[config.mk]
export PLATFORM = sky130hd
export DESIGN_NAME = bit_pipe_adder
export DESIGN_NICKNAME = d
export VERILOG_FILES = /design/src/rtl/bpa_pkg.sv /design/src/rtl/bpa_delay_line.sv /design/src/rtl/bpa_fa_stage.sv /design/src/rtl/bit_pipe_adder.sv
export SDC_FILE = /design/constraint.sdc
export NUM_CORES = 1
export LEC_CHECK = 0
export CORE_MARGIN = 2
export CORE_UTILIZATION = 59
export DETAILED_ROUTE_END_ITERATION = 8
export GPL_ROUTABILITY_DRIVEN = 1
export HOLD_SLACK_MARGIN = 0.03
export MAX_ROUTING_LAYER = met4
export PLACE_DENSITY_LB_ADDON = 0.08
export SLEW_MARGIN = 10
export SYNTH_ARGS = -nofsm -noshare
export SYNTH_HDL_FRONTEND = slang
export SYNTH_SLANG_ARGS = --single-unit
export TNS_END_PERCENT = 30
[constraint.sdc]
create_clock -name clk_i -period 1.4 [get_ports clk_i]
set_input_delay 0.28 -clock clk_i [delete_from_list [all_inputs] [get_ports clk_i]]
set_output_delay 0.28 -clock clk_i [all_outputs]
set_load 0.02 [all_outputs]
[src/rtl/bpa_pkg.sv]
package bpa_pkg;

  typedef struct packed {
    logic carry;
    logic sum;
  } fa_out_t;

  function automatic fa_out_t fa_eval(input logic a, input logic b, input logic c);
    fa_out_t r;
    r.sum   = a ^ b ^ c;
    r.carry = (a & b) | (c & (a ^ b));
    return r;
  endfunction

endpackage

[src/rtl/bpa_delay_line.sv]
module bpa_delay_line #(
  parameter int unsigned WIDTH = 1,
  parameter int unsigned DEPTH = 1
) (
  input  logic             clk_i,
  input  logic             rst_ni,
  input  logic [WIDTH-1:0] d_i,
  output logic [WIDTH-1:0] q_o
);

  logic [WIDTH-1:0] tap_q [DEPTH];

  for (genvar k = 0; k < DEPTH; k++) begin : g_tap
    if (k == 0) begin : g_head
      always_ff @(posedge clk_i or negedge rst_ni) begin
        if (!rst_ni) tap_q[k] <= '0;
        else         tap_q[k] <= d_i;
      end
    end else begin : g_body
      always_ff @(posedge clk_i or negedge rst_ni) begin
        if (!rst_ni) tap_q[k] <= '0;
        else         tap_q[k] <= tap_q[k-1];
      end
    end
  end

  assign q_o = tap_q[DEPTH-1];

endmodule

[src/rtl/bpa_fa_stage.sv]
module bpa_fa_stage
  import bpa_pkg::*;
(
  input  logic clk_i,
  input  logic rst_ni,
  input  logic a_i,
  input  logic b_i,
  input  logic c_i,
  output logic sum_q_o,
  output logic carry_q_o
);

  fa_out_t fa;

  assign fa = fa_eval(a_i, b_i, c_i);

  always_ff @(posedge clk_i or negedge rst_ni) begin
    if (!rst_ni) begin
      sum_q_o   <= 1'b0;
      carry_q_o <= 1'b0;
    end else begin
      sum_q_o   <= fa.sum;
      carry_q_o <= fa.carry;
    end
  end

  // registered carry follows generate / kill / propagate
  p_carry_gen_r6: assert property (@(posedge clk_i) disable iff (!rst_ni)
    (a_i && b_i) |=> carry_q_o);
  p_carry_kill_r6: assert property (@(posedge clk_i) disable iff (!rst_ni)
    (!a_i && !b_i) |=> !carry_q_o);
  p_carry_prop_r6: assert property (@(posedge clk_i) disable iff (!rst_ni)
    (a_i ^ b_i) |=> (carry_q_o == $past(c_i)));

endmodule

[src/rtl/bit_pipe_adder.sv]
module bit_pipe_adder #(
  parameter int unsigned WIDTH = 32
) (
  input  logic             clk_i,
  input  logic             rst_ni,
  input  logic             valid_i,
  input  logic [WIDTH-1:0] a_i,
  input  logic [WIDTH-1:0] b_i,
  output logic             valid_o,
  output logic [WIDTH-1:0] sum_o,
  output logic             carry_o
);

  localparam int unsigned CNT_W = $clog2(WIDTH + 1);

  logic [WIDTH:0]   carry_q;
  logic [WIDTH-1:0] a_skew;
  logic [WIDTH-1:0] b_skew;
  logic [WIDTH-1:0] sum_q;

  assign carry_q[0] = 1'b0;

  for (genvar i = 0; i < WIDTH; i++) begin : g_bit
    // input skew: bit i waits i cycles for its carry
    if (i == 0) begin : g_no_skew
      assign a_skew[i] = a_i[i];
      assign b_skew[i] = b_i[i];
    end else begin : g_skew
      bpa_delay_line #(.WIDTH(2), .DEPTH(i)) u_skew (
        .clk_i  (clk_i),
        .rst_ni (rst_ni),
        .d_i    ({a_i[i], b_i[i]}),
        .q_o    ({a_skew[i], b_skew[i]})
      );
    end

    bpa_fa_stage u_stage (
      .clk_i     (clk_i),
      .rst_ni    (rst_ni),
      .a_i       (a_skew[i]),
      .b_i       (b_skew[i]),
      .c_i       (carry_q[i]),
      .sum_q_o   (sum_q[i]),
      .carry_q_o (carry_q[i+1])
    );

    // output deskew: bit i waits for the top stage
    if (i == WIDTH - 1) begin : g_no_deskew
      assign sum_o[i] = sum_q[i];
    end else begin : g_deskew
      bpa_delay_line #(.WIDTH(1), .DEPTH(WIDTH - 1 - i)) u_deskew (
        .clk_i  (clk_i),
        .rst_ni (rst_ni),
        .d_i    (sum_q[i]),
        .q_o    (sum_o[i])
      );
    end
  end

  bpa_delay_line #(.WIDTH(1), .DEPTH(WIDTH)) u_valid_line (
    .clk_i  (clk_i),
    .rst_ni (rst_ni),
    .d_i    (valid_i),
    .q_o    (valid_o)
  );

  assign carry_o = carry_q[WIDTH];

  // edges since reset, saturating at WIDTH
  logic [CNT_W-1:0] warm_cnt_q;

  always_ff @(posedge clk_i or negedge rst_ni) begin
    if (!rst_ni)                          warm_cnt_q <= '0;
    else if (warm_cnt_q != CNT_W'(WIDTH)) warm_cnt_q <= warm_cnt_q + 1'b1;
  end

  // nothing can emerge before the pipeline has filled
  p_no_early_valid_r5: assert property (@(posedge clk_i) disable iff (!rst_ni)
    (warm_cnt_q < CNT_W'(WIDTH)) |-> !valid_o);
  p_no_early_carry_r5: assert property (@(posedge clk_i) disable iff (!rst_ni)
    (warm_cnt_q < CNT_W'(WIDTH)) |-> !carry_o);

endmodule

==> out/results.ini <==
[global_routing]
grt_max_degree=106
grt_pass1_wl_um=91800
overflow=0
grt_pass1_vias=16488
grt_usage=0.177
antenna_found_initial=3

[synth]
ys_top_cells_by_area=dfrtp_1, fa_1, buf_4, ha_1
ys_ff_latch=1584
yosysUniqueCellTypes=4
syn_area_mm2=0.0405
synth_nets=1747
synth.largest_area_cell=dfrtp_1
syn_inst=1648
ys_warn_count=0
seq_area_frac_synth=0.978
synth_area_per_cell_um2=24.6
synthDominantCellAreaShare=0.978

[critical_path]
end_kind=output pin
r2r_setup_slack_ns=0.31
cp_cell_sequence=buf_6
crit_end=sum_o[5]
setup.worst_path.class=flip-flop to output pin
crit_arrival_ns=1.22
path_max_fanout=1
cpLargestDelayFamily=flip-flops
required_ns=1.12
cp.buffers_inverters=1
worst_r2r_endpoint=g_bit[14].u_stage.sum_q_o
critical-path-max-stage-delay_ns=0.39
rr_worst_depth=1
slowest_stage=dfrtp_1
crit_start=g_bit[5].g_deskew.u_deskew.q_o
crit_path_start_kind=flip-flop
r2r_start=g_bit[14].g_skew.u_skew.q_o[0]
path_depth=1

[final_layout]
fin_nets=2081
fin_area_mm2=0.0485
drive_gt1_frac=0.153
syn_to_final_growth_pct=19.8
final_core_utilization=0.711
fillCellCount=3679
layout_commonest_cell=dfrtp_1
final_cell_mix=dfrtp_1, clkbuf_16, clkdlybuf4s50_1
stdcell_count=2973

[floorplanning]
dieArea_mm2=0.0708
die_x_um=266
start_util=0.594
io-pin-count=101
core_area_mm2=0.0682
die_y_um=266
fp-row-count=96

[status]
violations=negative setup slack
outcome=finished with violations

[placed_design]
portBuffers=100
placed_cells=2656
gp_congestion=0.631
dp_hpwl_um=20100
dp_slack_ns=0.190
place_area_mm2=0.0432

[timing]
clock_skew_ns=0.0181
period_share=1.07
min_period_ns=1.50
relSlewSlack=0.663
rsz0062_at_grt=yes
finalHoldViolCount=0
tightest_slew_ns=0.506
slew_viol_final=0
worst_hold_slack_ns=0.141
fin_ws_ns=-0.0964
setup_viol=34
fmax_ghz=0.668

[detailed_routing]
drc=0
ant_nets=0
drt_first_pass_iters=4
vias=13644
wire_per_inst_um=18.1
viasPerCell=4.59
drt_wl_total_um=53700
drt_iter0_markers=927

[job]
cap_violations=0

[clock_tree]
cts_buffers=143
cts_root_buffer=clkbuf_16
clkSlewWorstSetupHoldPaths_ns=0.06
ctsHtreeMaxLevel=4
cts.sinks=1584
cts_setup_buffers=0
clk_path_buf_depth=3
cts_tree=done
clk_latency_ns=0.70

[hold_path]
hp-class=input pin to flip-flop

[pwr]
vdd_drop_max_uv=1100
power.density_mw_per_mm2=1910
p_leak_uw=0.0222

sequential cells by signal, summed over array words and instances (netlist names):
name	count
g_bit.g_deskew.u_deskew.q_o	31
g_bit.g_deskew.u_deskew.tap_q	465
g_bit.g_skew.u_skew.q_o	62
g_bit.g_skew.u_skew.tap_q	930
g_bit.u_stage.carry_q_o	32
g_bit.u_stage.sum_q_o	32
u_valid_line.q_o	1
u_valid_line.tap_q	31
area by class of cell:
| class | count | area (um2) | share of cell area |
|---|---|---|---|
| clock inverters | 39 | 380 | 0.00784 |
| clock buffers | 213 | 4360 | 0.0898 |
| well taps | 882 | 1100 | 0.0227 |
| repair buffers | 221 | 2410 | 0.0498 |
| multi-input cells | 32 | 633 | 0.0130 |
| diodes | 2 | 5.00 | 0.000103 |
| flip-flops and latches | 1584 | 39600 | 0.817 |
kinds of logic after synthesis:
group,after synthesis,synth area share
flip-flops,1584,0.978
adder cells (fa/ha/maj),32,0.0156
buffers and inverters,32,0.00593
power breakdown:
part | total (uW) | internal [uW] | switching [uW]
registers | 51800 | 50300 | 1520
clock network | 38600 | 22600 | 15900
logic | 2200 | 851 | 1350
total | 92600 | 73800 | 18800
through the flow:
step / TNS, ns / total power [uW]
global placement: 0 / 54100
detailed placement: 0 / 54500
floorplan: 0 / 52500
global route: -4.96 / 96800
CTS: -5.00 / 94100
finish: -2.59 / 92600
per-layer routing:
layer / share of wire / wire length, um / track usage / up-vias
met3: 0.039 / 2090 / 0.0390 / 88
met5: 0 / 0 / - / -
met2: 0.53 / 28300 / 0.274 / 233
li1: - / - / - / 5751
met4: 0.019 / 1010 / 0.0607 / 0
met1: 0.41 / 22200 / 0.240 / 7572
worst min path at each step:
stage / to / startpoint / cells past startpoint
2_1_floorplan: g_bit[0].g_deskew.u_deskew.q_o / rst_ni / 0
3_3_place_gp: g_bit[9].g_skew.u_skew.tap_q[11] / g_bit[9].g_skew.u_skew.tap_q[13] / 0
3_5_place_dp: g_bit[0].g_deskew.u_deskew.tap_q[30] / g_bit[0].u_stage.sum_q_o / 0
4_1_cts: g_bit[21].g_skew.u_skew.tap_q[40] / b_i[21] / 1
5_1_grt: g_bit[21].g_skew.u_skew.tap_q[40] / b_i[21] / 1
6_report: g_bit[21].g_skew.u_skew.tap_q[40] / b_i[21] / 1
synth_stat cells (all sizes together):
library cell and instances:
fa 31, dfrtp 1584, ha 1, buf 32
repair_timing:
action,CTS,global route
hold buffers,63,0
gates cloned,0,0
resized for setup,156,16
setup endpoints to repair,34,34
endpoints found under the hold margin,1391,0
Power figures use the tool's default switching activity.
